===== src/rtl/wakeref_pkg.sv =====
package wakeref_pkg;

    // Command encoding on {ras_n, cas_n, we_n}
    typedef enum logic [2:0] {
        CMD_MRS  = 3'b000,
        CMD_AREF = 3'b001,
        CMD_PRE  = 3'b010,
        CMD_NOP  = 3'b111
    } sd_cmd_e;

    typedef enum logic [2:0] {
        ST_BOOT_PRE,
        ST_BOOT_REF,
        ST_BOOT_MRS,
        ST_OPEN,
        ST_KEEP_REF
    } seq_state_e;

    typedef struct packed {
        logic [2:0] cas_lat;
        logic       interleave;
        logic [2:0] burst_code;
    } mode_cfg_t;

    localparam logic [2:0] BURST_FULL  = 3'b111;
    localparam int unsigned ALLBANK_BIT = 10;

    // Whole clocks covering a time in ns, rounded up
    function automatic int unsigned cyc_ceil(input longint unsigned t_ns,
                                             input longint unsigned period_ps);
        longint unsigned t_ps;
        t_ps = t_ns * 64'd1000;
        return int'((t_ps + period_ps - 64'd1) / period_ps);
    endfunction

    // Whole clocks per slot when a window is split into equal slots, rounded down
    function automatic int unsigned cyc_slot(input longint unsigned window_ns,
                                             input longint unsigned slots,
                                             input longint unsigned period_ps);
        longint unsigned t_ps;
        t_ps = window_ns * 64'd1000;
        return int'((t_ps / slots) / period_ps);
    endfunction

endpackage


===== src/rtl/wakeref_gap.sv =====
module wakeref_gap #(
    parameter int unsigned W         = 16,
    parameter int unsigned RESET_VAL = 0
) (
    input  logic         clk,
    input  logic         rst,
    input  logic         load,
    input  logic [W-1:0] load_val,
    output logic         zero
);
    logic [W-1:0] cnt_q;

    always_ff @(posedge clk) begin
        if (rst) begin
            cnt_q <= W'(RESET_VAL);
        end else if (load) begin
            cnt_q <= load_val;
        end else if (cnt_q != '0) begin
            cnt_q <= cnt_q - 1'b1;
        end
    end

    assign zero = (cnt_q == '0);

    // once expired, the spacing timer stays expired until reloaded
    p_gap_settles_r4: assert property (@(posedge clk) disable iff (rst)
        (zero && !load) |=> zero);

endmodule


===== src/rtl/wakeref_interval.sv =====
module wakeref_interval #(
    parameter int unsigned CYC = 1562,
    parameter int unsigned W   = $clog2(CYC + 1)
) (
    input  logic clk,
    input  logic rst,
    input  logic run,
    output logic due
);
    logic [W-1:0] cnt_q;
    logic         at_end;

    assign at_end = (cnt_q == W'(CYC - 1));
    assign due    = run && at_end;

    always_ff @(posedge clk) begin
        if (rst || !run) begin
            cnt_q <= '0;
        end else if (at_end) begin
            cnt_q <= '0;
        end else begin
            cnt_q <= cnt_q + 1'b1;
        end
    end

    // the interval counter never runs past its period
    p_ivl_bound_r10: assert property (@(posedge clk) disable iff (rst)
        cnt_q <= W'(CYC - 1));

    // while idle the counter rests at zero
    p_ivl_idle_r10: assert property (@(posedge clk) disable iff (rst)
        !run |=> (cnt_q == '0) || run);

endmodule


===== src/rtl/wakeref_modeword.sv =====
module wakeref_modeword
    import wakeref_pkg::*;
#(
    parameter int unsigned ADDR_W = 12
) (
    input  mode_cfg_t         cfg,
    output logic [ADDR_W-1:0] word
);
    logic type_bit;

    // full-page bursts are forced to sequential order
    assign type_bit = cfg.interleave && (cfg.burst_code != BURST_FULL);

    always_comb begin
        word      = '0;
        word[2:0] = cfg.burst_code;
        word[3]   = type_bit;
        word[6:4] = cfg.cas_lat;
    end

endmodule


===== src/rtl/sdram_wake_refresh.sv =====
module sdram_wake_refresh
    import wakeref_pkg::*;
#(
    parameter int unsigned CLK_PS        = 10000,
    parameter int unsigned T_PAUSE_NS    = 200000,
    parameter int unsigned T_RP_NS       = 20,
    parameter int unsigned T_MRD_NS      = 20,
    parameter int unsigned T_RC_NS       = 70,
    parameter int unsigned REF_WINDOW_NS = 64000000,
    parameter int unsigned REF_ROWS      = 4096,
    parameter int unsigned INIT_REFS     = 8,
    parameter int unsigned ADDR_W        = 12,
    parameter int unsigned BA_W          = 2
) (
    input  logic              clk,
    input  logic              rst,
    input  logic [2:0]        cfg_cas_lat,
    input  logic              cfg_interleave,
    input  logic [2:0]        cfg_burst_code,
    input  logic              host_req,
    input  logic [2:0]        host_cmd,
    input  logic [ADDR_W-1:0] host_addr,
    input  logic [BA_W-1:0]   host_ba,
    output logic              host_gnt,
    output logic              init_done,
    output logic              ref_pending,
    output logic              sd_cke,
    output logic              sd_cs_n,
    output logic              sd_ras_n,
    output logic              sd_cas_n,
    output logic              sd_we_n,
    output logic [ADDR_W-1:0] sd_addr,
    output logic [BA_W-1:0]   sd_ba
);
    localparam int unsigned PAUSE_CYC = cyc_ceil(T_PAUSE_NS, CLK_PS);
    localparam int unsigned RP_CYC    = cyc_ceil(T_RP_NS, CLK_PS);
    localparam int unsigned MRD_CYC   = cyc_ceil(T_MRD_NS, CLK_PS);
    localparam int unsigned RC_CYC    = cyc_ceil(T_RC_NS, CLK_PS);
    localparam int unsigned REF_CYC   = cyc_slot(REF_WINDOW_NS, REF_ROWS, CLK_PS);
    localparam int unsigned GAP_W     = $clog2(PAUSE_CYC + 1);
    localparam int unsigned IVL_W     = $clog2(REF_CYC + 1);
    localparam int unsigned REFS_W    = $clog2(INIT_REFS + 1);

    localparam logic [GAP_W-1:0] RP_LOAD  = GAP_W'((RP_CYC  > 0 ? RP_CYC  : 1) - 1);
    localparam logic [GAP_W-1:0] MRD_LOAD = GAP_W'((MRD_CYC > 0 ? MRD_CYC : 1) - 1);
    localparam logic [GAP_W-1:0] RC_LOAD  = GAP_W'((RC_CYC  > 0 ? RC_CYC  : 1) - 1);

    seq_state_e        state_q, state_d;
    logic [REFS_W-1:0] refs_q, refs_d;
    logic              done_q, gnt_q, pend_q, cke_q;
    logic              cs_n_q;
    sd_cmd_e           cmd_q;
    logic [ADDR_W-1:0] addr_q;
    logic [BA_W-1:0]   ba_q;

    logic              gap_zero, gap_load;
    logic [GAP_W-1:0]  gap_val;
    logic              due;
    logic              issue, pend_clr, done_set, gnt_d, host_pass;
    sd_cmd_e           issue_cmd;
    logic [ADDR_W-1:0] issue_addr;
    logic [ADDR_W-1:0] mode_word;
    logic [ADDR_W-1:0] pre_all_addr;
    mode_cfg_t         cfg;

    assign cfg = '{cas_lat: cfg_cas_lat, interleave: cfg_interleave, burst_code: cfg_burst_code};

    always_comb begin
        pre_all_addr               = '0;
        pre_all_addr[ALLBANK_BIT]  = 1'b1;
    end

    wakeref_gap #(.W(GAP_W), .RESET_VAL(PAUSE_CYC)) u_gap (
        .clk      (clk),
        .rst      (rst),
        .load     (gap_load),
        .load_val (gap_val),
        .zero     (gap_zero)
    );

    wakeref_interval #(.CYC(REF_CYC), .W(IVL_W)) u_ivl (
        .clk (clk),
        .rst (rst),
        .run (done_q),
        .due (due)
    );

    wakeref_modeword #(.ADDR_W(ADDR_W)) u_mode (
        .cfg  (cfg),
        .word (mode_word)
    );

    // Sequencer: one command per expired spacing window
    always_comb begin
        state_d    = state_q;
        refs_d     = refs_q;
        issue      = 1'b0;
        issue_cmd  = CMD_NOP;
        issue_addr = '0;
        gap_load   = 1'b0;
        gap_val    = '0;
        pend_clr   = 1'b0;
        done_set   = 1'b0;
        case (state_q)
            ST_BOOT_PRE: if (gap_zero) begin
                issue      = 1'b1;
                issue_cmd  = CMD_PRE;
                issue_addr = pre_all_addr;
                gap_load   = 1'b1;
                gap_val    = RP_LOAD;
                refs_d     = '0;
                state_d    = ST_BOOT_REF;
            end
            ST_BOOT_REF: if (gap_zero) begin
                issue     = 1'b1;
                issue_cmd = CMD_AREF;
                gap_load  = 1'b1;
                gap_val   = RC_LOAD;
                refs_d    = refs_q + 1'b1;
                if (refs_q == REFS_W'(INIT_REFS - 1)) begin
                    state_d = ST_BOOT_MRS;
                end
            end
            ST_BOOT_MRS: if (gap_zero) begin
                issue      = 1'b1;
                issue_cmd  = CMD_MRS;
                issue_addr = mode_word;
                gap_load   = 1'b1;
                gap_val    = MRD_LOAD;
                state_d    = ST_OPEN;
            end
            ST_OPEN: if (gap_zero) begin
                if (!done_q) begin
                    done_set = 1'b1;
                end else if (pend_q && !gnt_q) begin
                    issue      = 1'b1;
                    issue_cmd  = CMD_PRE;
                    issue_addr = pre_all_addr;
                    gap_load   = 1'b1;
                    gap_val    = RP_LOAD;
                    state_d    = ST_KEEP_REF;
                end
            end
            ST_KEEP_REF: if (gap_zero) begin
                issue     = 1'b1;
                issue_cmd = CMD_AREF;
                gap_load  = 1'b1;
                gap_val   = RC_LOAD;
                pend_clr  = 1'b1;
                state_d   = ST_OPEN;
            end
            default: state_d = ST_BOOT_PRE;
        endcase
    end

    // Bus ownership: host only while open, idle, and no refresh due
    assign gnt_d     = host_req && done_q && (state_q == ST_OPEN) && gap_zero
                       && !pend_q && !due;
    assign host_pass = gnt_q && host_req;

    always_ff @(posedge clk) begin
        if (rst) begin
            state_q <= ST_BOOT_PRE;
            refs_q  <= '0;
            done_q  <= 1'b0;
            gnt_q   <= 1'b0;
            pend_q  <= 1'b0;
            cke_q   <= 1'b0;
            cs_n_q  <= 1'b1;
            cmd_q   <= CMD_NOP;
            addr_q  <= '0;
            ba_q    <= '0;
        end else begin
            state_q <= state_d;
            refs_q  <= refs_d;
            cke_q   <= 1'b1;
            done_q  <= done_q || done_set;
            gnt_q   <= gnt_d;
            if (due) begin
                pend_q <= 1'b1;
            end else if (pend_clr) begin
                pend_q <= 1'b0;
            end
            if (issue) begin
                cs_n_q <= 1'b0;
                cmd_q  <= issue_cmd;
                addr_q <= issue_addr;
                ba_q   <= '0;
            end else if (host_pass) begin
                cs_n_q <= 1'b0;
                cmd_q  <= sd_cmd_e'(host_cmd);
                addr_q <= host_addr;
                ba_q   <= host_ba;
            end else begin
                cs_n_q <= 1'b1;
                cmd_q  <= CMD_NOP;
                addr_q <= '0;
                ba_q   <= '0;
            end
        end
    end

    assign host_gnt    = gnt_q;
    assign init_done   = done_q;
    assign ref_pending = pend_q;
    assign sd_cke      = cke_q;
    assign sd_cs_n     = cs_n_q;
    assign sd_ras_n    = cmd_q[2];
    assign sd_cas_n    = cmd_q[1];
    assign sd_we_n     = cmd_q[0];
    assign sd_addr     = addr_q;
    assign sd_ba       = ba_q;

    // clock enable never drops once raised
    p_cke_hold_r1: assert property (@(posedge clk) disable iff (rst)
        sd_cke |=> sd_cke);

    // nothing is driven while the power-up pause runs
    p_boot_quiet_r2: assert property (@(posedge clk) disable iff (rst)
        (state_q == ST_BOOT_PRE) |-> sd_cs_n);

    // every precharge the sequencer issues closes all banks
    p_pre_all_r3: assert property (@(posedge clk) disable iff (rst)
        (!sd_cs_n && cmd_q == CMD_PRE && !$past(host_pass)) |-> sd_addr[ALLBANK_BIT]);

    // start-up mode write never combines full page with interleave
    p_mrs_fullpage_r6: assert property (@(posedge clk) disable iff (rst)
        (!sd_cs_n && cmd_q == CMD_MRS && !done_q && sd_addr[2:0] == BURST_FULL)
        |-> !sd_addr[3]);

    // grant only after start-up; done is sticky
    p_gnt_after_done_r7: assert property (@(posedge clk) disable iff (rst)
        host_gnt |-> init_done);
    p_done_sticky_r7: assert property (@(posedge clk) disable iff (rst)
        init_done |=> init_done);

    // the sequencer and the host never claim the same cycle
    p_no_clash_r9: assert property (@(posedge clk) disable iff (rst)
        !(issue && host_pass));

    // a pending refresh takes the bus away from the host
    p_pend_drops_gnt_r11: assert property (@(posedge clk) disable iff (rst)
        ref_pending |=> !host_gnt);

endmodule


===== config.mk =====
export PLATFORM = sky130hd
export DESIGN_NAME = sdram_wake_refresh
export DESIGN_NICKNAME = d
export VERILOG_FILES = /design/src/rtl/wakeref_pkg.sv /design/src/rtl/wakeref_gap.sv /design/src/rtl/wakeref_interval.sv /design/src/rtl/wakeref_modeword.sv /design/src/rtl/sdram_wake_refresh.sv
export SDC_FILE = /design/constraint.sdc
export NUM_CORES = 1
export LEC_CHECK = 0
export ABC_AREA = 0
export BUFFER_PORTS_ARGS = -buffer_cell sky130_fd_sc_hd__buf_2
export CAP_MARGIN = 20
export CORE_MARGIN = 1
export CORE_UTILIZATION = 60
export CTS_CLUSTER_SIZE = 16
export DETAILED_ROUTE_END_ITERATION = 6
export PLACE_DENSITY = 0.85
export SETUP_SLACK_MARGIN = 0.05
export SYNTH_ARGS = -nofsm -noshare
export SYNTH_HDL_FRONTEND = slang
export SYNTH_HIERARCHICAL = 1
export SYNTH_SLANG_ARGS = --single-unit

===== constraint.sdc =====
create_clock -name clk -period 5.42 [get_ports clk]
set_clock_uncertainty 0.05 [all_clocks]
set_input_delay 0.542 -clock clk [delete_from_list [all_inputs] [get_ports clk]]
set_output_delay 0.542 -clock clk [all_outputs]
set_load 0.05 [all_outputs]

==> parameters.txt, run 1 <==
Parameter                              Value

Run status
  Result of the run    finished, final reports clean

GRT
  Number of global-route vias before repair    2120
  Met2 track demand over resource    38.94%
  Layer with the highest usage after global routing    met2
  Global routing met1 resource utilization    30.49%
  Overall overflow remaining after global route    0
  Met3 track demand over resource    5.523%
  Total routing resource utilization after global routing    23.60%
  Maximum number of pins on one net before global-route repair    35
  First-pass GRT wire length    9418 um
  Number of antenna violations at the first check in global routing    0

Worst setup path
  Category of the worst setup path capture point    register
  Capture instance of the worst register-to-register path    u_gap/cnt_q[11]
  Kind of start point of the critical path    register
  Maximum fanout along the worst path    15
  Worst reg-to-reg path cell count    8
  R2R Path Start    u_gap/cnt_q[8]
  Worst reg2reg setup slack    1.53 ns
  Cells along the critical path    or4_1, or2_1, nor2_2, nand3_1, o21ai_1, clkinv_1, nor3_1, a211oi_2
  Largest stage delay on the critical path    0.70 ns
  Class of the most critical setup path    register to register
  Master of the slowest instance on the critical path    sky130_fd_sc_hd__or4_1
  Required time of the critical path    5.57 ns
  CP arrival    4.04 ns

Timing
  WHS    0.3783 ns
  Relative slew margins    46.48%
  Setup-violating endpoint count in the final report    0
  Period utilization    71.86%
  Total count of hold-check failures in the final report    0
  Final setup margin    1.525 ns
  Actual transition at the worst max-transition pin    0.7975 ns
  Number of slew-limit violations in the final report    0
  Final worst path period need    3.895 ns
  Setup repair after global routing missed its margin    false
  Max frequency    0.2567 GHz
  Accumulated negative setup slack    0 ns

Place
  Weighted congestion reported at the end of routability-driven placement    0.7900
  Estimated wirelength of the detail-placed design    3881 um
  Count of input and output buffers    48
  Post-Place Cells    395
  Post-Place Setup Slack    1.603 ns

Finish
  Synth-to-Final Area Change    11.33%
  Final net count    381
  Final antenna diode count    0
  Non-filler cells, final    403
  Fraction of layout instances using a drive strength above 1    19.66%

Clocking
  Clock Tree Buf Depth    2
  Hold-fix buffers, CTS    0
  Clock-pin slew of the registers on the worst-case setup and hold paths    0.10 ns
  TritonCTS Sinks    55
  Post-CTS setup repair buffer count    0
  Clock tree root driver cell    sky130_fd_sc_hd__clkbuf_8
  # H-tree levels    2
  Post-cts sizing count    0
  CTS tree    built
  Worst-Skew Late Latency    0.31 ns
  Number of buffers created by CTS    5

Detailed routing
  First-pass detailed-route iteration total    4
  Average wire per cell in the routed design    13.70 um
  Final Routed Wirelength    5521 um
  First-iteration detailed-routing DRC count    154
  Post-detailed-route DRC marker count    0
  Via density per instance    5.739
  Detail Route Antenna Nets    0
  Detailed-route via count    2313

Synthesis
  Total of flip-flops plus latches after synthesis    55
  Combinational family with the most area after synthesis    simple AND/OR/NAND/NOR gates
  Sequential share of the synthesized area    40.37%
  Synth area leaders    sky130_fd_sc_hd__dfxtp_1 (40%), sky130_fd_sc_hd__a21oi_1 (4.2%), sky130_fd_sc_hd__buf_4 (3.6%)
  Post-synth design cell area    2728 sq um
  Distinct cell type count of the synthesized netlist    61
  Parity-gate share of the synthesized area counting xor and xnor cells    3.532%
  Cells after synthesis    307
  YS warnings    6
  Count of flip-flops with a built-in enable after synthesis    0
  Post-synthesis mux area share    0%
  Post-synthesis cell type with the largest combined area    sky130_fd_sc_hd__dfxtp_1
  Fraction of the mapped netlist area in simple logic gates    25.05%
  Adder-cell area share of the yosys netlist    1.835%
  Async set or reset register ratio after synthesis    0%
  Compound-gate portion of the synthesized area    21.01%
  Fraction of post-synthesis cell area in the top cell type by area    40.37%
  Syn avg cell area    8.885 sq um
  Predominant post-synthesis flop cell    sky130_fd_sc_hd__dfxtp_1

Power and ir drop
  Power density over cell area    262.2 nW/um^2
  Leakage component of the power    1.142 nW
  Worst-case vdd ir drop    0.0001854 V
  Overall Power    796.2 uW

Worst hold path
  Hold Path Sink    sd_ba[0]
  Worst min-delay path category    primary input to register
  Hold_sp    host_ba[0]
  Number of instances on the worst hold path    2

Floorplan
  Die height    69.43 um
  Area of the placeable core    4354 sq um
  Width of the die    69.43 um
  Effective utilization at floorplan    62.64%
  Die area    4820 sq um
  Std-Cell Rows    24
  I/O pin total    49

Flow run
  Max-capacitance violation count    0
layout make-up:
class,count,area [sq um]
flip-flops and latches,55,1101
clock inverters,3,46.29
fillers,340,1318
inverters,11,41.29
clock buffers,5,68.82
well taps,52,65.06
repair buffers,49,247.7
multi-input cells,228,1466
worst max-delay path by stage:
| stage | slack (ns) | startpoint | depth (start not counted) | to |
|---|---|---|---|---|
| after floorplan | 2.17 | u_gap/cnt_q[8] | 12 | u_gap/cnt_q[11] |
| after detailed placement | 1.60 | u_gap/cnt_q[8] | 8 | u_gap/cnt_q[11] |
| after CTS | 1.57 | u_gap/cnt_q[8] | 8 | u_gap/cnt_q[11] |
| after global routing | 1.26 | u_gap/cnt_q[8] | 8 | u_gap/cnt_q[11] |
| final | 1.53 | u_gap/cnt_q[8] | 8 | u_gap/cnt_q[11] |
| after global placement | 1.75 | u_gap/cnt_q[8] | 8 | u_gap/cnt_q[11] |
per-stage QoR:
step / utilization, % / instance area, sq um
6_report: 69.74 / 3037
4_1_cts: 69.74 / 3037
3_3_place_gp: 67.10 / 2922
2_1_floorplan: - / 2784
3_5_place_dp: 67.10 / 2922
5_1_grt: 69.74 / 3037
Yosys cell counts (2+ instances only):
cell type                  instances
sky130_fd_sc_hd__nor2b_1           4
sky130_fd_sc_hd__nor2_1           19
sky130_fd_sc_hd__inv_1            10
sky130_fd_sc_hd__ha_1              4
sky130_fd_sc_hd__buf_6             2
sky130_fd_sc_hd__conb_1            2
sky130_fd_sc_hd__xor2_1            7
sky130_fd_sc_hd__a31oi_1           4
sky130_fd_sc_hd__or3_1             6
sky130_fd_sc_hd__nand4b_1          2
sky130_fd_sc_hd__a22o_1           10
sky130_fd_sc_hd__or4_1             8
sky130_fd_sc_hd__o211ai_1          5
sky130_fd_sc_hd__nand2b_1          4
sky130_fd_sc_hd__a221o_1           2
sky130_fd_sc_hd__nand4_1           4
sky130_fd_sc_hd__buf_2             5
sky130_fd_sc_hd__nor4_1            6
sky130_fd_sc_hd__nand2_1          23
sky130_fd_sc_hd__nor3_1           10
sky130_fd_sc_hd__a211oi_1          2
sky130_fd_sc_hd__nor3b_1           4
sky130_fd_sc_hd__clkbuf_1          8
sky130_fd_sc_hd__and2_1            3
sky130_fd_sc_hd__o32ai_1           2
sky130_fd_sc_hd__o21ai_0           9
sky130_fd_sc_hd__nor2_2            2
sky130_fd_sc_hd__and3_1            2
sky130_fd_sc_hd__dfxtp_1          55
sky130_fd_sc_hd__o31ai_1           5
sky130_fd_sc_hd__a21oi_1          23
sky130_fd_sc_hd__o21ai_1           2
sky130_fd_sc_hd__nand3_1           8
sky130_fd_sc_hd__o21a_1            2
sky130_fd_sc_hd__o221ai_1          2
sky130_fd_sc_hd__xnor2_1           4
sky130_fd_sc_hd__buf_4            13
where the power goes:
part / switching (mW) / internal [mW] / total, mW / leakage, nW
clock: 0.136 / 0.139 / 0.275 / 0.0548
combinational: 0.0495 / 0.0379 / 0.0874 / 0.642
sequential: 0.0171 / 0.417 / 0.434 / 0.445
cells by family (layout without fill, tap and decap cells):
| group | Yosys count | in the layout |
|---|---|---|
| AND/OR/NAND/NOR | 116 | 116 |
| other | 2 | 17 |
| XOR/XNOR | 11 | 11 |
| AO/OA/AOI/OAI | 80 | 80 |
| flip-flops | 55 | 55 |
| buffers and inverters | 39 | 68 |
| adder cells (fa/ha/maj) | 4 | 4 |
per-layer routing:
metal / part of all wire, % / routed length [um]
met5: 0 / 0
met2: 48 / 2628
met3: 4.1 / 226
met4: 1.5 / 85
met1: 47 / 2580
sequential cells by signal (all words and copies together) (netlist names):
name and flops:
u_gap/cnt_q 15, host_gnt 1, u_ivl/cnt_q 11, sd_addr 12, cmd_q 3, init_done 1
sd_ba 2, sd_cs_n 1, refs_q 4, ref_pending 1, state_q 3, sd_cke 1
cell usage in the layout, fill, tap and decap left out, types with 3 or more instances in the layout:
| cell type | count |
|---|---|
| sky130_fd_sc_hd__nor2b_1 | 4 |
| sky130_fd_sc_hd__nor3_1 | 10 |
| sky130_fd_sc_hd__nand4_1 | 4 |
| sky130_fd_sc_hd__nor3b_1 | 4 |
| sky130_fd_sc_hd__o21ai_0 | 9 |
| sky130_fd_sc_hd__dfxtp_1 | 55 |
| sky130_fd_sc_hd__a31oi_1 | 4 |
| sky130_fd_sc_hd__a21oi_1 | 23 |
| sky130_fd_sc_hd__or3_1 | 6 |
| sky130_fd_sc_hd__nor4_1 | 6 |
| sky130_fd_sc_hd__buf_2 | 48 |
| sky130_fd_sc_hd__conb_1 | 17 |
| sky130_fd_sc_hd__a22o_1 | 10 |
| sky130_fd_sc_hd__and2_1 | 3 |
| sky130_fd_sc_hd__nor2_1 | 19 |
| sky130_fd_sc_hd__or4_1 | 8 |
| sky130_fd_sc_hd__nand3_1 | 8 |
| sky130_fd_sc_hd__o31ai_1 | 5 |
| sky130_fd_sc_hd__nand2_1 | 23 |
| sky130_fd_sc_hd__clkbuf_8 | 5 |
| sky130_fd_sc_hd__inv_1 | 10 |
| sky130_fd_sc_hd__o211ai_1 | 5 |
| sky130_fd_sc_hd__xnor2_1 | 4 |
| sky130_fd_sc_hd__ha_1 | 4 |
| sky130_fd_sc_hd__xor2_1 | 7 |
| sky130_fd_sc_hd__nand2b_1 | 4 |
worst max-delay path: cells and delay by family, from the launching register on:
kind                   cells  cell delay (ns)
AOI/OAI and AO/OA          2             0.73
and+or+nand+nor            5             2.16
buffers and inverters      1             0.48
DFF                        1             0.37
Note: power is estimated with default switching activity, not from simulation.
==> run 2, diff against run 1 <==
--- a/config.mk
+++ b/config.mk
@@ -9,10 +9,10 @@
 export BUFFER_PORTS_ARGS = -buffer_cell sky130_fd_sc_hd__buf_2
 export CAP_MARGIN = 20
 export CORE_MARGIN = 1
-export CORE_UTILIZATION = 60
+export CORE_UTILIZATION = 50
 export CTS_CLUSTER_SIZE = 16
 export DETAILED_ROUTE_END_ITERATION = 6
-export PLACE_DENSITY = 0.85
+export PLACE_DENSITY = 0.76
 export SETUP_SLACK_MARGIN = 0.05
 export SYNTH_ARGS = -nofsm -noshare
 export SYNTH_HDL_FRONTEND = slang
==> constraint.sdc (replaced) <==
create_clock -name clk -period 3.35 [get_ports clk]
set_clock_uncertainty 0.05 [all_clocks]
set_input_delay 0.335 -clock clk [delete_from_list [all_inputs] [get_ports clk]]
set_output_delay 0.335 -clock clk [all_outputs]
set_load 0.05 [all_outputs]
==> run 2 against run 1 <==
Against the previous run:
- via count is 0.82% higher
- final cell count grew 5.7%
- worst hold slack got worse by 0.20 ns
- non-clock buffer count increased by 5
- clock power rose by 36%
- count of clock-buffer cells in the layout stayed put
- die area increased by 19%
- global-route usage fell by 1.8 points
- register-to-register slack worse by 1.0 ns
- wire length is 3.1% higher
==> parameters.txt, run 2 (synthesis results as in run 1) <==
Parameter                              Value

Finish
  Cell area after layout    3073 sq um (+1.2%)
  Most common cell after layout, fill and taps aside    sky130_fd_sc_hd__dfxtp_1
  Final net count    386 (+1.3%)
  Final antenna diode count    0 (unchanged)
  Number of flip-flops in the largest register    15 (unchanged)
  Most frequent cells in the layout    sky130_fd_sc_hd__dfxtp_1 (55), sky130_fd_sc_hd__buf_2 (48), sky130_fd_sc_hd__a21oi_1 (23), sky130_fd_sc_hd__nand2_1 (23), sky130_fd_sc_hd__nor2_1 (19)
  Fraction of layout instances using a drive strength above 1    20.79% (+1.1 points)
  Largest reg by FF count    u_gap/cnt_q
  Final core utilization    59.41% (-10 points)
  Synth-to-Final Area Change    12.66%

Timing
  Setup repair after global routing missed its margin    false
  Actual transition at the worst max-transition pin    0.6122 ns (-0.1853 ns)
  WHS    0.1760 ns (-0.2023 ns)
  Number of slew-limit violations in the final report    0 (unchanged)
  Period utilization    84.54% (+13 points)
  Final worst path period need    2.832 ns (-1.063 ns)
  Total count of hold-check failures in the final report    0 (unchanged)
  Final setup margin    0.5179 ns (-1.007 ns)
  Setup-violating endpoint count in the final report    0 (unchanged)
  Max frequency    0.3531 GHz (+38%)
  Accumulated negative setup slack    0 ns (unchanged)
  Relative slew margins    59.19% (+13 points)

Clocking
  Clock-pin slew of the registers on the worst-case setup and hold paths    0.10 ns (about the same)
  CTS tree    built
  Clock tree root driver cell    sky130_fd_sc_hd__clkbuf_8
  Clock Tree Buf Depth    2 (unchanged)
  Worst-Skew Late Latency    0.31 ns (about the same)
  # H-tree levels    2 (unchanged)
  Post-cts sizing count    0 (unchanged)
  Post-CTS setup repair buffer count    0 (unchanged)
  TritonCTS Sinks    55 (unchanged)
  Hold-fix buffers, CTS    0 (unchanged)
  Number of buffers created by CTS    5 (unchanged)

Place
  Count of input and output buffers    48 (unchanged)
  Weighted congestion reported at the end of routability-driven placement    0.8215 (+4.0%)
  Estimated wirelength of the detail-placed design    4044 um (+4.2%)
  Post-Place Setup Slack    0.5449 ns (-1.058 ns)
  Dpl cell area    2982 sq um (+2.1%)

Detailed routing
  Final Routed Wirelength    5690 um (+3.1%)
  First-pass detailed-route iteration total    4 (unchanged)
  Via density per instance    5.474 (-4.6%)
  Post-detailed-route DRC marker count    0 (unchanged)
  Detail Route Antenna Nets    0 (unchanged)
  Average wire per cell in the routed design    13.36 um (-2.5%)
  First-iteration detailed-routing DRC count    195 (+27%)
  Detailed-route via count    2332 (+0.82%)

Power and ir drop
  Power density over cell area    397.1 nW/um^2 (+51%)
  Worst-case vdd ir drop    0.0002213 V (+19%)
  Leakage component of the power    1.160 nW (+1.5%)

Floorplan
  I/O pin total    49 (unchanged)
  Die area    5755 sq um (+19%)
  Effective utilization at floorplan    52.73% (-9.9 points)
  Area of the placeable core    5172 sq um (+19%)
  Die height    75.86 um (+9.3%)
  Std-Cell Rows    26 (+8.3%)
  Width of the die    75.86 um (+9.3%)

GRT
  Total routing resource utilization after global routing    21.84% (-1.8 points)
  Overall overflow remaining after global route    0 (unchanged)
  First-pass GRT wire length    9604 um (+2.0%)
  Number of antenna violations at the first check in global routing    0 (unchanged)
  Maximum number of pins on one net before global-route repair    35 (unchanged)
  Number of global-route vias before repair    2188 (+3.2%)

Worst hold path
  Worst min-delay path category    primary input to register

Worst setup path
  CP arrival    2.98 ns (-1.06 ns)
  Class of the most critical setup path    register to register
  Category of the worst setup path capture point    register
  Maximum fanout along the worst path    14 (-1)
  Required time of the critical path    3.50 ns (-2.07 ns)
  Kind of start point of the critical path    register

Flow run
  Max-capacitance violation count    0 (unchanged)

Run status
  Result of the run    finished, final reports clean
run 2: path summary, 6_finish.rpt:
path                         from         endpoint  slack, ns  cells past startpoint
setup / recovery   u_gap/cnt_q[8]  u_gap/cnt_q[11]       0.52                     10
hold / removal         host_ba[1]         sd_ba[1]       0.18                      2
setup reg to reg   u_gap/cnt_q[8]  u_gap/cnt_q[11]       0.52                     10
hold reg to reg   u_gap/cnt_q[14]  u_gap/cnt_q[14]       0.42                      2
run 2: power by group:
group | internal, mW | leakage [nW] | total, mW | switching [mW]
combinational | 0.0632 | 0.665 | 0.143 | 0.0803
clock | 0.152 | 0.0489 | 0.374 | 0.222
sequential | 0.675 | 0.445 | 0.703 | 0.0284
run 2: per-stage QoR:
| step | power, mW | instances |
|---|---|---|
| 6_report | 1.220 | 426 |
| 5_1_grt | 1.283 | 426 |
| 4_1_cts | 1.232 | 426 |
| 3_5_place_dp | 0.8579 | 418 |
| 3_3_place_gp | 0.8541 | 418 |
| 2_1_floorplan | 0.8281 | 322 |
run 2: layer usage:
| layer | vias up | share of wire, % | GRT usage, % |
|---|---|---|---|
| met5 | - | 0 | 0 |
| met4 | 0 | 0.95 | 8.230 |
| met3 | 7 | 3.6 | 3.571 |
| met2 | 47 | 51 | 39.23 |
| met1 | 1089 | 45 | 26.00 |
| li1 | 1189 | - | - |
run 2: layout make-up:
class                      instances  area [sq um]
sequential                        55          1101
fill                             469          2100
inverter                          11         41.29
clock buffer                       5         68.82
multi-input combinational        228          1466
tap                               70         87.58
clock inverter                     3         22.52
timing repair buffer              54         285.3
run 2: critical path: stages, from the launching register on:
cell and delay [ns]:
sky130_fd_sc_hd__dfxtp_1 0.36, sky130_fd_sc_hd__or4_1 0.56, sky130_fd_sc_hd__or2_1 0.27, sky130_fd_sc_hd__nor2_2 0.16, sky130_fd_sc_hd__buf_4 0.20, sky130_fd_sc_hd__o21ai_1 0.13, sky130_fd_sc_hd__o21ai_1 0.13, sky130_fd_sc_hd__buf_4 0.23
sky130_fd_sc_hd__clkinv_1 0.28, sky130_fd_sc_hd__nor3_1 0.30, sky130_fd_sc_hd__a211oi_2 0.05
==> run 3, diff against run 2 <==
--- a/config.mk
+++ b/config.mk
@@ -9,10 +9,10 @@
 export BUFFER_PORTS_ARGS = -buffer_cell sky130_fd_sc_hd__buf_2
 export CAP_MARGIN = 20
 export CORE_MARGIN = 1
-export CORE_UTILIZATION = 50
+export CORE_UTILIZATION = 55
 export CTS_CLUSTER_SIZE = 16
 export DETAILED_ROUTE_END_ITERATION = 6
-export PLACE_DENSITY = 0.76
+export PLACE_DENSITY = 0.79
 export SETUP_SLACK_MARGIN = 0.05
 export SYNTH_ARGS = -nofsm -noshare
 export SYNTH_HDL_FRONTEND = slang
==> constraint.sdc (replaced) <==
create_clock -name clk -period 2.8 [get_ports clk]
set_clock_uncertainty 0.05 [all_clocks]
set_input_delay 0.28 -clock clk [delete_from_list [all_inputs] [get_ports clk]]
set_output_delay 0.28 -clock clk [all_outputs]
set_load 0.05 [all_outputs]
==> run 3 against run 2 <==
Against the previous run:
- combinational power grew 22%
- non-clock buffer count grew 1
- via count grew 1.8%
- sequential power grew 20%
- sequential share of layout area shrank 0.33 points
- cell area grew 0.94%
- register-to-register slack lost 0.30 ns
- largest cell class unchanged
==> parameters.txt, run 3 (synthesis results as in run 1) <==
Parameter                              Value

Timing
  Accumulated negative setup slack    0 ns (unchanged)
  Relative slew margins    63.33% (+4.1 points)
  Setup repair after global routing missed its margin    false
  Number of slew-limit violations in the final report    0 (unchanged)
  Final worst path period need    2.581 ns (-0.2516 ns)
  Max frequency    0.3875 GHz (+9.7%)
  Total count of hold-check failures in the final report    0 (unchanged)
  Actual transition at the worst max-transition pin    0.5492 ns (-0.06295 ns)
  Period utilization    92.16% (+7.6 points)
  Setup-violating endpoint count in the final report    0 (unchanged)

Finish
  Final antenna diode count    0 (unchanged)
  Fraction of layout instances using a drive strength above 1    22.13% (+1.3 points)
  Most common cell after layout, fill and taps aside    sky130_fd_sc_hd__dfxtp_1
  Cell area after layout    3102 sq um (+0.94%)
  Final core utilization    65.24% (+5.8 points)
  Most frequent cells in the layout    sky130_fd_sc_hd__dfxtp_1 (55), sky130_fd_sc_hd__buf_2 (48), sky130_fd_sc_hd__a21oi_1 (23), sky130_fd_sc_hd__nand2_1 (23), sky130_fd_sc_hd__nor2_1 (19)
  Synth-to-Final Area Change    13.72%
  Largest reg by FF count    u_gap/cnt_q
  Final net count    387 (+0.26%)
  Fillers    413 (-12%)
  Number of flip-flops in the largest register    15 (unchanged)

Clocking
  Clock Tree Buf Depth    2 (unchanged)
  Post-cts sizing count    0 (unchanged)
  Hold-fix buffers, CTS    0 (unchanged)
  Clock tree root driver cell    sky130_fd_sc_hd__clkbuf_8
  CTS tree    built
  # H-tree levels    2 (unchanged)
  Post-CTS setup repair buffer count    0 (unchanged)
  TritonCTS Sinks    55 (unchanged)
  Worst-Skew Late Latency    0.32 ns (about the same)
  Clock-pin slew of the registers on the worst-case setup and hold paths    0.10 ns (about the same)
  Number of buffers created by CTS    5 (unchanged)

GRT
  First-pass GRT wire length    9535 um (-0.72%)
  Met2 track demand over resource    41.23% (+2.0 points)
  Layer with the highest usage after global routing    met2
  Total routing resource utilization after global routing    23.36% (+1.5 points)
  Met3 track demand over resource    5.000% (+1.4 points)
  Maximum number of pins on one net before global-route repair    34 (-2.9%)
  Number of global-route vias before repair    2148 (-1.8%)
  Number of antenna violations at the first check in global routing    0 (unchanged)
  Overall overflow remaining after global route    0 (unchanged)
  Global routing met1 resource utilization    27.93% (+1.9 points)

Power and ir drop
  Power density over cell area    475.6 nW/um^2 (+20%)
  Worst-case vdd ir drop    0.0002764 V (+25%)
  Leakage component of the power    1.165 nW (+0.42%)

Worst setup path
  CP arrival    2.77 ns (-0.21 ns)
  Required time of the critical path    2.99 ns (-0.51 ns)
  Kind of start point of the critical path    register
  Class of the most critical setup path    register to register
  Maximum fanout along the worst path    9 (-5)
  Category of the worst setup path capture point    register

Place
  Dpl cell area    3005 sq um (+0.80%)
  Count of input and output buffers    48 (unchanged)
  Weighted congestion reported at the end of routability-driven placement    0.8466 (+3.1%)
  Estimated wirelength of the detail-placed design    4252 um (+5.1%)

Floorplan
  I/O pin total    49 (unchanged)
  Die area    5245 sq um (-8.9%)
  Die height    72.42 um (-4.5%)
  Std-Cell Rows    25 (-3.8%)
  Width of the die    72.42 um (-4.5%)
  Area of the placeable core    4755 sq um (-8.1%)
  Effective utilization at floorplan    57.37% (+4.6 points)

Detailed routing
  First-iteration detailed-routing DRC count    123 (-37%)
  Detailed-route via count    2374 (+1.8%)
  First-pass detailed-route iteration total    4 (unchanged)
  Average wire per cell in the routed design    13.76 um (+3.0%)
  Post-detailed-route DRC marker count    0 (unchanged)
  Detail Route Antenna Nets    0 (unchanged)
  Via density per instance    5.599 (+2.3%)
  Final Routed Wirelength    5834 um (+2.5%)

Flow run
  Max-capacitance violation count    0 (unchanged)

Run status
  Result of the run    finished, final reports clean

Worst hold path
  Worst min-delay path category    primary input to register
## run 3: cell count changes in the layout (fill, tap and decap cells not counted), sizes merged
cell | before | now
buf | 54 | 55
clkinvlp | 0 | 1
inv | 12 | 11
## run 3: area by class of cell
cell class                 instances  area, sq um  share of cell area (%)
timing repair buffer              55        292.8                   9.439
clock buffer                       5        68.82                   2.219
multi-input combinational        228         1485                   47.88
sequential                        55         1101                   35.50
tap                               67        83.83                   2.703
inverter                          11        42.54                   1.372
clock inverter                     3        27.53                  0.8875
## run 3: final timing paths
check	startpoint	cells past startpoint	endpoint	slack, ns
setup / recovery	u_gap/cnt_q[0]	11	u_gap/cnt_q[4]	0.22
hold reg to reg	u_gap/cnt_q[14]	2	u_gap/cnt_q[14]	0.42
setup reg to reg	u_gap/cnt_q[0]	11	u_gap/cnt_q[4]	0.22
hold / removal	host_ba[0]	2	sd_ba[0]	0.10
## run 3: metal layers
layer | share of wire (%) | up-vias | wire (um)
li1 | - | 1191 | -
met1 | 43 | 1096 | 2522
met2 | 49 | 79 | 2877
met3 | 6.0 | 8 | 348
met4 | 1.5 | 0 | 85
met5 | 0 | - | 0
## run 3: through the flow
stage,setup slack [ns],hold WS (ns),cells,power (mW)
floorplan,0.05508,0.3469,322,0.9916
global placement,0.3982,0.3975,416,1.024
detailed placement,0.2820,0.4064,416,1.030
CTS,0.2192,0.1008,424,1.486
global route,0.07761,0.09423,424,1.548
finish,0.2195,0.1048,424,1.475
## run 3: critical path: stages, from the launching register on
cell,delay (ns)
sky130_fd_sc_hd__dfxtp_1,0.38
sky130_fd_sc_hd__inv_1,0.09
sky130_fd_sc_hd__ha_1,0.25
sky130_fd_sc_hd__nor3b_1,0.18
sky130_fd_sc_hd__nand2_1,0.14
sky130_fd_sc_hd__nor2_4,0.07
sky130_fd_sc_hd__o21ai_1,0.20
sky130_fd_sc_hd__o21ai_2,0.14
sky130_fd_sc_hd__buf_4,0.19
sky130_fd_sc_hd__or3_1,0.33
sky130_fd_sc_hd__or4_1,0.41
sky130_fd_sc_hd__o211ai_1,0.09
## run 3: where the power goes
group          leakage [nW]  internal [mW]  switching, mW
Sequential            0.445          0.807         0.0334
Clock                0.0463          0.184          0.276
Combinational         0.673         0.0767         0.0982
